===== config.mk =====
export PLATFORM = sky130hd
export DESIGN_NAME = npc_unit
export DESIGN_NICKNAME = d
export VERILOG_FILES = /design/src/rtl/npc_pkg.sv /design/src/rtl/npc_target_gen.sv /design/src/rtl/npc_redirect_ctl.sv /design/src/rtl/npc_state.sv /design/src/rtl/npc_unit.sv
export SDC_FILE = /design/constraint.sdc
export NUM_CORES = 1
export LEC_CHECK = 0
export BUFFER_PORTS_ARGS = -buffer_cell sky130_fd_sc_hd__buf_2
export CAP_MARGIN = 30
export CORE_ASPECT_RATIO = 2
export CORE_MARGIN = 2
export CORE_UTILIZATION = 39
export DETAILED_ROUTE_END_ITERATION = 12
export PLACE_DENSITY_LB_ADDON = 0.15
export SLEW_MARGIN = 20
export SYNTH_ARGS = -nofsm -noshare
export SYNTH_HDL_FRONTEND = slang
export SYNTH_SLANG_ARGS = --single-unit

===== constraint.sdc =====
create_clock -name clk -period 4.2 [get_ports clk]
set_input_delay 0 -clock clk [delete_from_list [all_inputs] [get_ports clk]]
set_output_delay 0 -clock clk [all_outputs]
set_load 0.02 [all_outputs]

===== src/rtl/npc_pkg.sv =====
package npc_pkg;

    localparam int XLEN    = 32;
    localparam int OFF_W   = 16;
    localparam int JIDX_W  = 26;
    localparam int WSHIFT  = 2;
    localparam int REGION_W = XLEN - JIDX_W - WSHIFT;

    typedef logic [XLEN-1:0] addr_t;

    typedef struct packed {
        addr_t seq;
        addr_t br;
        addr_t jmp;
    } tgt_set_t;

    typedef struct packed {
        logic  valid;
        addr_t addr;
    } pend_t;

    typedef enum logic [1:0] {
        SEL_SEQ     = 2'd0,
        SEL_NOW     = 2'd1,
        SEL_PENDING = 2'd2
    } sel_e;

    function automatic addr_t word_offset(input logic [OFF_W-1:0] off);
        addr_t ext;
        ext = {{(XLEN-OFF_W){off[OFF_W-1]}}, off};
        return ext << WSHIFT;
    endfunction

    function automatic addr_t region_target(input addr_t pc4,
                                            input logic [JIDX_W-1:0] idx);
        return {pc4[XLEN-1 -: REGION_W], idx, {WSHIFT{1'b0}}};
    endfunction

endpackage


===== src/rtl/npc_target_gen.sv =====
module npc_target_gen
    import npc_pkg::*;
#(
    parameter int STEP = 4
) (
    input  addr_t              pc,
    input  logic [XLEN-1:0]    instr,
    output tgt_set_t           tgts
);
    addr_t pc_next_word;

    always_comb begin
        pc_next_word = pc + addr_t'(STEP);
        tgts.seq     = pc_next_word;
        tgts.br      = pc_next_word + word_offset(instr[OFF_W-1:0]);
        tgts.jmp     = region_target(pc_next_word, instr[JIDX_W-1:0]);
    end
endmodule


===== src/rtl/npc_redirect_ctl.sv =====
module npc_redirect_ctl
    import npc_pkg::*;
(
    input  logic     is_branch,
    input  logic     is_jump,
    input  logic     cmp_eq,
    input  logic     delay_en,
    input  pend_t    pend_q,
    input  tgt_set_t tgts,
    output sel_e     sel,
    output addr_t    next_pc,
    output pend_t    pend_d
);
    logic  want_redirect;
    addr_t chosen_tgt;

    always_comb begin
        want_redirect = is_jump | (is_branch & cmp_eq);
        chosen_tgt    = is_jump ? tgts.jmp : tgts.br;

        sel    = SEL_SEQ;
        pend_d = '0;

        if (pend_q.valid) begin
            sel = SEL_PENDING;
        end else if (want_redirect && delay_en) begin
            sel         = SEL_SEQ;
            pend_d.valid = 1'b1;
            pend_d.addr  = chosen_tgt;
        end else if (want_redirect) begin
            sel = SEL_NOW;
        end

        unique case (sel)
            SEL_PENDING: next_pc = pend_q.addr;
            SEL_NOW:     next_pc = chosen_tgt;
            default:     next_pc = tgts.seq;
        endcase
    end
endmodule


===== src/rtl/npc_state.sv =====
module npc_state
    import npc_pkg::*;
#(
    parameter logic [XLEN-1:0] RESET_PC = '0
) (
    input  logic  clk,
    input  logic  rst,
    input  logic  stall,
    input  addr_t next_pc,
    input  pend_t pend_d,
    output addr_t pc_q,
    output pend_t pend_q
);
    always_ff @(posedge clk) begin
        if (rst) begin
            pc_q   <= RESET_PC;
            pend_q <= '0;
        end else if (!stall) begin
            pc_q   <= next_pc;
            pend_q <= pend_d;
        end
    end
endmodule


===== src/rtl/npc_unit.sv =====
module npc_unit
    import npc_pkg::*;
#(
    parameter logic [XLEN-1:0] RESET_PC = '0,
    parameter int              STEP     = 4
) (
    input  logic            clk,
    input  logic            rst,
    input  logic            stall,
    input  logic            delay_en,
    input  logic            is_branch,
    input  logic            is_jump,
    input  logic            cmp_eq,
    input  logic [XLEN-1:0] instr,
    output logic [XLEN-1:0] pc_o,
    output logic [XLEN-1:0] next_pc_o
);
    addr_t    pc_q;
    addr_t    next_pc;
    pend_t    pend_q;
    pend_t    pend_d;
    tgt_set_t tgts;
    sel_e     sel;
    logic     pend_valid;

    npc_target_gen #(.STEP(STEP)) u_tgen (
        .pc    (pc_q),
        .instr (instr),
        .tgts  (tgts)
    );

    npc_redirect_ctl u_ctl (
        .is_branch (is_branch),
        .is_jump   (is_jump),
        .cmp_eq    (cmp_eq),
        .delay_en  (delay_en),
        .pend_q    (pend_q),
        .tgts      (tgts),
        .sel       (sel),
        .next_pc   (next_pc),
        .pend_d    (pend_d)
    );

    npc_state #(.RESET_PC(RESET_PC)) u_state (
        .clk     (clk),
        .rst     (rst),
        .stall   (stall),
        .next_pc (next_pc),
        .pend_d  (pend_d),
        .pc_q    (pc_q),
        .pend_q  (pend_q)
    );

    assign pend_valid = pend_q.valid;
    assign pc_o       = pc_q;
    assign next_pc_o  = next_pc;
endmodule


[After elaboration in Yosys (flattened, before gate mapping)]
Index checks and enable logic that the tools add are counted.
Storage, ports and cells
  flip-flop bits (word level): 65
  word-level logic and storage cells: 17
Cells by class
  add/subtract/negate cells: 2
  equality and inequality tests: 2
  multiplexer cells: 7
  bitwise gates (word level): 2
  reduce and logical (&&, ||, !) cells: 1
Operator list (number)
  $mux 33: 2
  $pmux 32 s2: 1
  $add 32x3->32 const B: 1
  $add 32x32->32: 1
  $mux 32: 1
  $mux 2: 2
  $eq 2x1->1 const B: 1
  $eq 2x2->1 const B: 1
  $and 1x1->1: 1
  $logic_and 1x1->1: 1
  $mux 1: 1
  $or 1x1->1: 1

[Depth between registers and ports, before layout]
Gate-level depths: netlist of the first run.
  depth in word-level cells: 7
  depth in mapped cells: 17
  mapped depth without buffers: 17

[By module]
A second synthesis of the first run with hierarchy kept.
Unflattened totals
  cell total of the unflattened synthesis: 731
  area total of the unflattened synthesis: 6289.8 µm²
Modules (own cells, without submodules)
  npc_target_gen: times used 1, cells an instance 372, area each 2611.3 µm², sequential area each 0.0 µm²
  npc_state: times used 1, cells an instance 209, area each 2342.2 µm², sequential area each 1301.2 µm²
  npc_redirect_ctl: times used 1, cells an instance 150, area each 1336.3 µm², sequential area each 0.0 µm²

[Worst setup path before layout of the first run]
Ideal clock, no wire load.
  path kind: register to register
  start point: register u_state.pc_q[2]
  end point: register u_state.pc_q[31]
  library setup time: 115 ps
  arrival: 3973 ps
  data required time: 4085 ps
  slack: 113 ps
  cell stages (with the launch flop): 16
  clock period less this slack: 4087 ps
  path through: dfxtp_1 -> ha_1 -> nand2_1 -> or3_1 -> nor3_1 -> nand2_1 -> xnor2_1 -> ha_1 -> clkbuf_1 -> nand4_1 -> a2111oi_4 -> o221ai_2 -> xor2_1 -> or3_1 -> a31o_1 -> o21a_1
On the way
  cells in the longest elaborated chain, start to end: 4
Ends and longest elaborated chain
  start: declaration: line npc_state.sv:11  | output addr_t pc_q,
  start signal: assignment: line npc_state.sv:19  | pc_q <= next_pc;
  $add 32x3->32 (*): line npc_target_gen.sv:13  | pc_next_word = pc + addr_t'(STEP);
  $add 32x32->32: line npc_target_gen.sv:15  | tgts.br = pc_next_word + word_offset(instr[OFF_W-1:0]);
  $mux 32: line npc_redirect_ctl.sv:19  | chosen_tgt = is_jump ? tgts.jmp : tgts.br;
  $pmux 32 s2 (*): line npc_redirect_ctl.sv:34  | unique case (sel)
  net next_pc_o[31]: line npc_unit.sv:16  | output logic [XLEN-1:0] next_pc_o
Mark *: on every way through the listed nets, which the timed path passes. The rest lies on a longest branch.
A chain may end at the register's enable or synchronous reset.

[Worst setup path after layout of the first run]
  start point: register u_state.pc_q[5]
  end point: output next_pc_o[31]
On the way
  cells in the longest elaborated chain, start to end: 4
Ends and longest elaborated chain (line)
  $add 32x3->32 (*): npc_target_gen.sv:13
  $add 32x32->32: npc_target_gen.sv:15
  $mux 32: npc_redirect_ctl.sv:19
  $pmux 32 s2 (*): npc_redirect_ctl.sv:34
  end: declaration: npc_unit.sv:16
Every way passes the cells marked *; elsewhere a longest branch is shown, timed or not.

==> flow_metrics.tcl, run 1 <==
set metrics [dict create \
    status "complete, no violations" \
    dp.cells 1030 \
    postSynthAreaPerCell_sq_um 7.374 \
    cts_buffers 9 \
    seq_area_sq_um 1318 \
    r2r_start "u_state.pc_q[3]" \
    yosys_warnings 0 \
    syn_to_final_growth_pct 28.19 \
    drc 0 \
    path_class "flip-flop to output port" \
    finalInstanceArea_sq_um 7174 \
    postPlaceCellArea_sq_um 6309 \
    maxSlewHeadroom_pct 44.04 \
    multi_input_area_sq_um 4398 \
    dieArea_sq_um 15380 \
    postRouteAntennaNets 0 \
    cp_cell_sequence "nand4_1 > buf_4 > nor3_4 > nand3_2 > xnor2_1 > buf_4 > ha_4 > nand3_2 > a2111o_1 > a2111oi_4 > o221ai_2 > xor2_2 > or3_1 > a31o_1 > buf_6" \
    synthCells 759 \
    post-route-period-util_pct 96.68 \
    setup_viol 0 \
    p_per_area_nw_per_um2 322.1 \
    pin_count 103 \
    ys_types 64 \
    fin_skew_ns 0.004421 \
    clk_path_buf_depth 2 \
    grt_max_degree 61 \
    rows 62 \
    clock_latency_ns 0.34 \
    vdd_ir_drop_max_v 0.0002367 \
    fin_cells 1066 \
    synth_common_cells "99 x nand2_1, 88 x nor2_1, 65 x dfxtp_1" \
    coreArea_sq_um 14200 \
    antenna_found_initial 0 \
    holdPathEnd "u_state.pend_q[26]" \
    rsz0062_at_grt "true" \
    die_w_um 88.71 \
    cts_sinks 65 \
    drt-pass1-iter-count 5 \
    synthesis.area_sq_um 5597 \
    grt_overflow 0 \
    via_count 6077 \
    start_util_pct 39.42 \
    required_ns 4.20 \
    endpoint_kind "output port" \
    dr.first_iter.drc_count 373 \
    grtUsageTotal_pct 25.94 \
    fmax_mhz 246.3 \
    dieHeight_um 173.4 \
    antenna_cells 0 \
    arrival_ns 4.06 \
    root_buffer "clkbuf_16" \
    yosys.area.top_type "dfxtp_1" \
    synth_seq_area_share_pct 23.25 \
    tritoncts "built" \
    crit_path_start_kind "flip-flop" \
    path_max_fanout 4 \
    yosys.area.top_type_share_pct 23.25 \
    htreeDepth 3 \
    worstMarginPinSlew_ns 0.8364 \
    slowest_delay_ns 0.52 \
    drive_gt1_share_pct 26.89 \
    p_leak_nw 3.151 \
    min_path_type "primary input to flip-flop" \
    ys_ff_latch 65 \
    period_minus_slack_ns 4.060 \
    grt_pass1_wl_mm 30.81 \
    clk_pin_slew_ns 0.05 \
    r2r-end "u_state.pc_q[25]" \
    place.gp.congestion 0.9491 \
    finalWirelength_mm 19.84 \
    syn_nets 834 \
    synth_edf_count 0 \
    synth_area_leaders "dfxtp_1 23%, ha_1 7.8%, nand2_1 6.6%" \
    rrSetupSlack_ns 0.34 \
    final_nets 945 \
    dp_hpwl_mm 14.73 \
    crit_path_top_delay_cell "a2111o_1" \
    wl_per_cell_um 18.61 \
    hold_path.startpoint "instr[24]" \
    yosys_most_used_dff "dfxtp_1" \
    cap_violations 0 \
    async_reset_ff_share_pct 0 \
    grt_pass1_vias 5608 \
    finalHoldViolCount 0 \
    r2r_cells 19 \
    routed_via_density 5.701 \
    holdPathStages 3 \
    synth_most_common_cell "nand2_1" \
    portBuffers 96 \
    fillCellCount 1416 \
    final_max_slew_viol_count 0 \
]
[cell type report]
class | instances | share of cell area, %
multi-input combinational | 632 | 61.30
timing repair buffer | 141 | 11.75
inverter | 21 | 1.099
clock buffer | 12 | 3.575
clock inverter | 3 | 0.5581
sequential | 65 | 18.36
tap | 192 | 3.348
[worst max-delay path by stage]
stage | end | slack [ns] | startpoint | cells past startpoint
2_1_floorplan | u_state.pc_q[31] | 0.11 | u_state.pc_q[2] | 15
3_3_place_gp | u_state.pend_q[25] | 0.17 | u_state.pc_q[5] | 16
3_5_place_dp | u_state.pend_q[25] | 0.13 | u_state.pc_q[6] | 16
4_1_cts | next_pc_o[28] | 0.005 | u_state.pc_q[2] | 15
5_1_grt | next_pc_o[25] | -0.04 | u_state.pc_q[5] | 17
6_report | next_pc_o[31] | 0.14 | u_state.pc_q[5] | 15
[kinds of logic (layout without fill, tap and decap cells)]
family,Yosys count,in the layout,synth area share (%)
simple gates,288,288,23.32
compound gates,226,226,26.76
flops,65,65,23.25
buf+inv,62,177,4.851
xor+xnor,51,51,7.981
fa+ha+maj,36,36,8.182
mux,31,31,5.656
[cells in the final DEF (no fill, tap or decap), types with 6 or more instances in the layout]
cell type / instances
nand2_1: 96
buf_2: 91
nor2_1: 86
dfxtp_1: 58
o21ai_0: 50
buf_4: 46
a21oi_1: 39
xnor2_1: 26
mux2i_1: 25
ha_1: 25
nand3_1: 19
inv_1: 18
nand4_1: 16
xor2_1: 16
a22oi_1: 15
o21a_1: 14
a21o_1: 12
a21oi_2: 11
a211oi_1: 11
nor3_1: 10
clkbuf_16: 9
and3_1: 8
o21ai_1: 8
ha_4: 8
and2_1: 7
nand2b_1: 7
xnor2_2: 7
nor2b_1: 6
a31oi_1: 6
[state kept, by name, indices dropped and copies added, names as in the netlist]
signal          count
u_state.pend_q     33
u_state.pc_q       32
[power breakdown]
group / switching, mW / leakage, nW / internal, mW
Sequential: 0.0369 / 0.534 / 0.651
Clock: 0.278 / 0.148 / 0.486
Combinational: 0.522 / 2.47 / 0.338
Total: 0.836 / 3.15 / 1.47
[per-stage QoR]
stage	hold slack [ns]	setup WS (ns)	utilization, %	total power [mW]	TNS [ns]
2_1_floorplan	0.1504	0.1128	-	1.225	0
3_3_place_gp	0.2697	0.1674	44.44	1.460	0
3_5_place_dp	0.2767	0.1340	44.44	1.464	0
4_1_cts	0.002254	0.004516	47.17	2.239	0
5_1_grt	0.01777	-0.04287	50.54	2.426	-0.05583
6_report	0.01380	0.1396	50.54	2.311	0
[critical path: cells and delay by family, from the launching register on]
kind                       cells  cell delay (ns)
AOI/OAI and AO/OA              4             1.35
and+or+nand+nor                5             0.92
buffers and inverters          3             0.51
DFF                            1             0.35
xor gates and xnor gates       2             0.31
adders and majority gates      1             0.28
[per-layer routing]
layer / share of wire [%] / GRT usage [%]
met3: 4.6 / 3.381
met1: 44 / 35.14
met4: 3.2 / 9.280
met2: 48 / 41.48
met5: 0 / 0
[timing repair]
item,4_1_cts,5_1_grt
buffers inserted,1,18
resized for setup,16,80
endpoints found under the setup margin,8,20
endpoints found under the hold margin,2,0
pin swaps,4,32
hold buffers,2,0
Note: power is estimated with default switching activity, not from simulation.
==> inputs of run 2 (changes only) <==
--- a/config.mk
+++ b/config.mk
@@ -10,6 +10,7 @@
 export CORE_ASPECT_RATIO = 2
 export CORE_MARGIN = 2
 export CORE_UTILIZATION = 39
+export CTS_BUF_LIST = sky130_fd_sc_hd__clkbuf_4 sky130_fd_sc_hd__clkbuf_8 sky130_fd_sc_hd__clkbuf_16
 export DETAILED_ROUTE_END_ITERATION = 12
 export PLACE_DENSITY_LB_ADDON = 0.15
 export SLEW_MARGIN = 20
==> constraint.sdc (replaced) <==
create_clock -name clk -period 4.9 [get_ports clk]
set_input_delay 0 -clock clk [delete_from_list [all_inputs] [get_ports clk]]
set_output_delay 0 -clock clk [all_outputs]
set_load 0.02 [all_outputs]
==> flow_metrics.tcl, run 2 (synthesized netlist as in run 1, its figures left out) <==
set metrics [dict create \
    drive_gt1_share_pct 16.82 \
    tritoncts "built" \
    required_ns 4.90 \
    fin_skew_ns 0.01213 \
    p_leak_nw 2.884 \
    drc 0 \
    rows 62 \
    seqPwrFrac_pct 30.5 \
    path_class "flip-flop to output port" \
    fmax_mhz 217.1 \
    r2r_start "u_state.pc_q[2]" \
    rsz0062_at_grt "false" \
    slowest_delay_ns 0.44 \
    cp_top_family "simple AND/OR/NAND/NOR gates" \
    post-route-period-util_pct 94.02 \
    holdPathEnd "u_state.pend_q[25]" \
    arrival_ns 4.61 \
    finalWirelength_mm 18.89 \
    portBuffers 96 \
    switchingPower_mw 0.7020 \
    largest_register_ffs 33 \
    grtUsageTotal_pct 24.54 \
    p_int_mw 1.244 \
    dr.first_iter.drc_count 435 \
    r2r-end "u_state.pc_q[31]" \
    setup_slack_ns 0.2932 \
    grt_pass1_vias 5418 \
    grt_max_degree 52 \
    period_minus_slack_ns 4.607 \
    start_util_pct 39.42 \
    cts_buffers 9 \
    p_per_area_nw_per_um2 296.1 \
    syn_to_final_growth_pct 17.44 \
    dp_hpwl_mm 14.33 \
    finalHoldViolCount 0 \
    via_count 5899 \
    final_nets 914 \
    total_power_mw 1.946 \
    min_path_type "primary input to flip-flop" \
    crit_path_start_kind "flip-flop" \
    rrSetupSlack_ns 0.58 \
    setup_viol 0 \
    clkPwrFrac_pct 36.4 \
    vdd_ir_drop_max_v 0.0002056 \
    holdPathStages 4 \
    postRouteAntennaNets 0 \
    path_max_fanout 8 \
    r2r_cells 16 \
    wl_per_cell_um 18.23 \
    worstMarginPinSlew_ns 0.6998 \
    finalInstanceArea_sq_um 6573 \
    coreArea_sq_um 14200 \
    cts_sinks 65 \
    grt_pass1_wl_mm 29.18 \
    routed_via_density 5.694 \
    fin_setup_tns_ns 0 \
    cp_cell_sequence "ha_1 > nand2_1 > nor3_1 > nand3_1 > xnor2_1 > ha_1 > and3_1 > a221o_1 > a31oi_1 > a2111oi_1 > nor4b_1 > xnor2_1 > mux2i_1 > o21ai_0 > buf_2" \
    grt_overflow 0 \
    endpoint_kind "output port" \
    status "complete, no violations" \
    p_sw_share_pct 36.08 \
    dieArea_sq_um 15380 \
    place.gp.congestion 0.9209 \
    antenna_found_initial 0 \
    drt-pass1-iter-count 6 \
    crit_path_top_delay_cell "dfxtp_1" \
    path_buf_inv 1 \
    p_comb_share_pct 33.1 \
    dieHeight_um 173.4 \
    hold_path.startpoint "instr[23]" \
    place_ws_ns 0.4952 \
    maxSlewHeadroom_pct 53.18 \
    clk_path_buf_depth 2 \
    cap_violations 0 \
    root_buffer "clkbuf_16" \
    largest-register "u_state.pend_q" \
    layout_commonest_cell "nand2_1" \
    clk_pin_slew_ns 0.06 \
    htreeDepth 3 \
    final_max_slew_viol_count 0 \
    clock_latency_ns 0.34 \
    layout_common_cells "99 x nand2_1, 96 x buf_2, 87 x nor2_1" \
    pin_count 103 \
    antenna_cells 0 \
    die_w_um 88.71 \
    top_regs "u_state.pend_q (33), u_state.pc_q (32)" \
    postPlaceCellArea_sq_um 6211 \
]
[run 2: cell types whose count changed in the layout (fill, tap and decap cells not counted), sizes merged]
cell	delta
dlygate4sd3	+1
clkbuf	-3
bufinv	+1
inv	+3
buf	-32
[run 2: power groups by stage]
stage | logic, mW | clock network [mW] | registers, mW
detailed placement | 0.634 | 0 | 0.604
global route | 0.702 | 0.744 | 0.597
CTS | 0.640 | 0.723 | 0.593
floorplan | 0.433 | 0 | 0.617
finish | 0.644 | 0.708 | 0.593
global placement | 0.632 | 0 | 0.604
[run 2: layout make-up]
class	count	area (sq um)
Timing Repair Buffer	110	593.1
Clock inverter	7	100.1
Multi-Input combinational cell	632	4033
Tap cell	192	240.2
Sequential cell	65	1303
Clock buffer	9	225.2
Fill cell	1446	7624
Inverter	21	78.83
[run 2: metrics by stage]
| stage | util (%) | hold slack [ns] | cells |
|---|---|---|---|
| finish | 46.30 | 0.01398 | 1036 |
| global route | 46.30 | 0.03302 | 1036 |
| CTS | 46.25 | 0.01142 | 1036 |
| detailed placement | 43.75 | 0.2704 | 1017 |
| global placement | 43.75 | 0.2702 | 1017 |
| floorplan | - | 0.1504 | 759 |
[run 2: worst max-delay path by stage]
stage / from / to / slack, ns / cells past startpoint
detailed placement: u_state.pc_q[2] / u_state.pc_q[31] / 0.50 / 16
finish: u_state.pc_q[2] / next_pc_o[28] / 0.29 / 15
floorplan: u_state.pc_q[2] / u_state.pc_q[31] / 0.81 / 15
CTS: u_state.pc_q[2] / next_pc_o[28] / 0.15 / 17
global route: u_state.pc_q[3] / next_pc_o[31] / 0.01 / 16
global placement: u_state.pc_q[2] / u_state.pc_q[31] / 0.57 / 16
[run 2: metal layers]
layer	GRT usage [%]	vias up	part of all wire (%)
met5	0	-	0
met4	8.523	0	2.3
met3	2.905	29	5.4
met2	38.62	200	47
met1	34.16	2763	45
li1	-	2907	-
[run 2: worst min-delay path: stages]
cell	delay, ns
buf_2	0.10
nand2_1	0.05
o21ai_0	0.06
a22o_1	0.12
[run 2: what timing repair did]
item / 4_1_cts / 5_1_grt
hold buffers: 3 / 0
setup endpoints to repair: 0 / 7
resized for setup: 0 / 3
buffers inserted: 0 / 0
endpoints found under the hold margin: 3 / 0
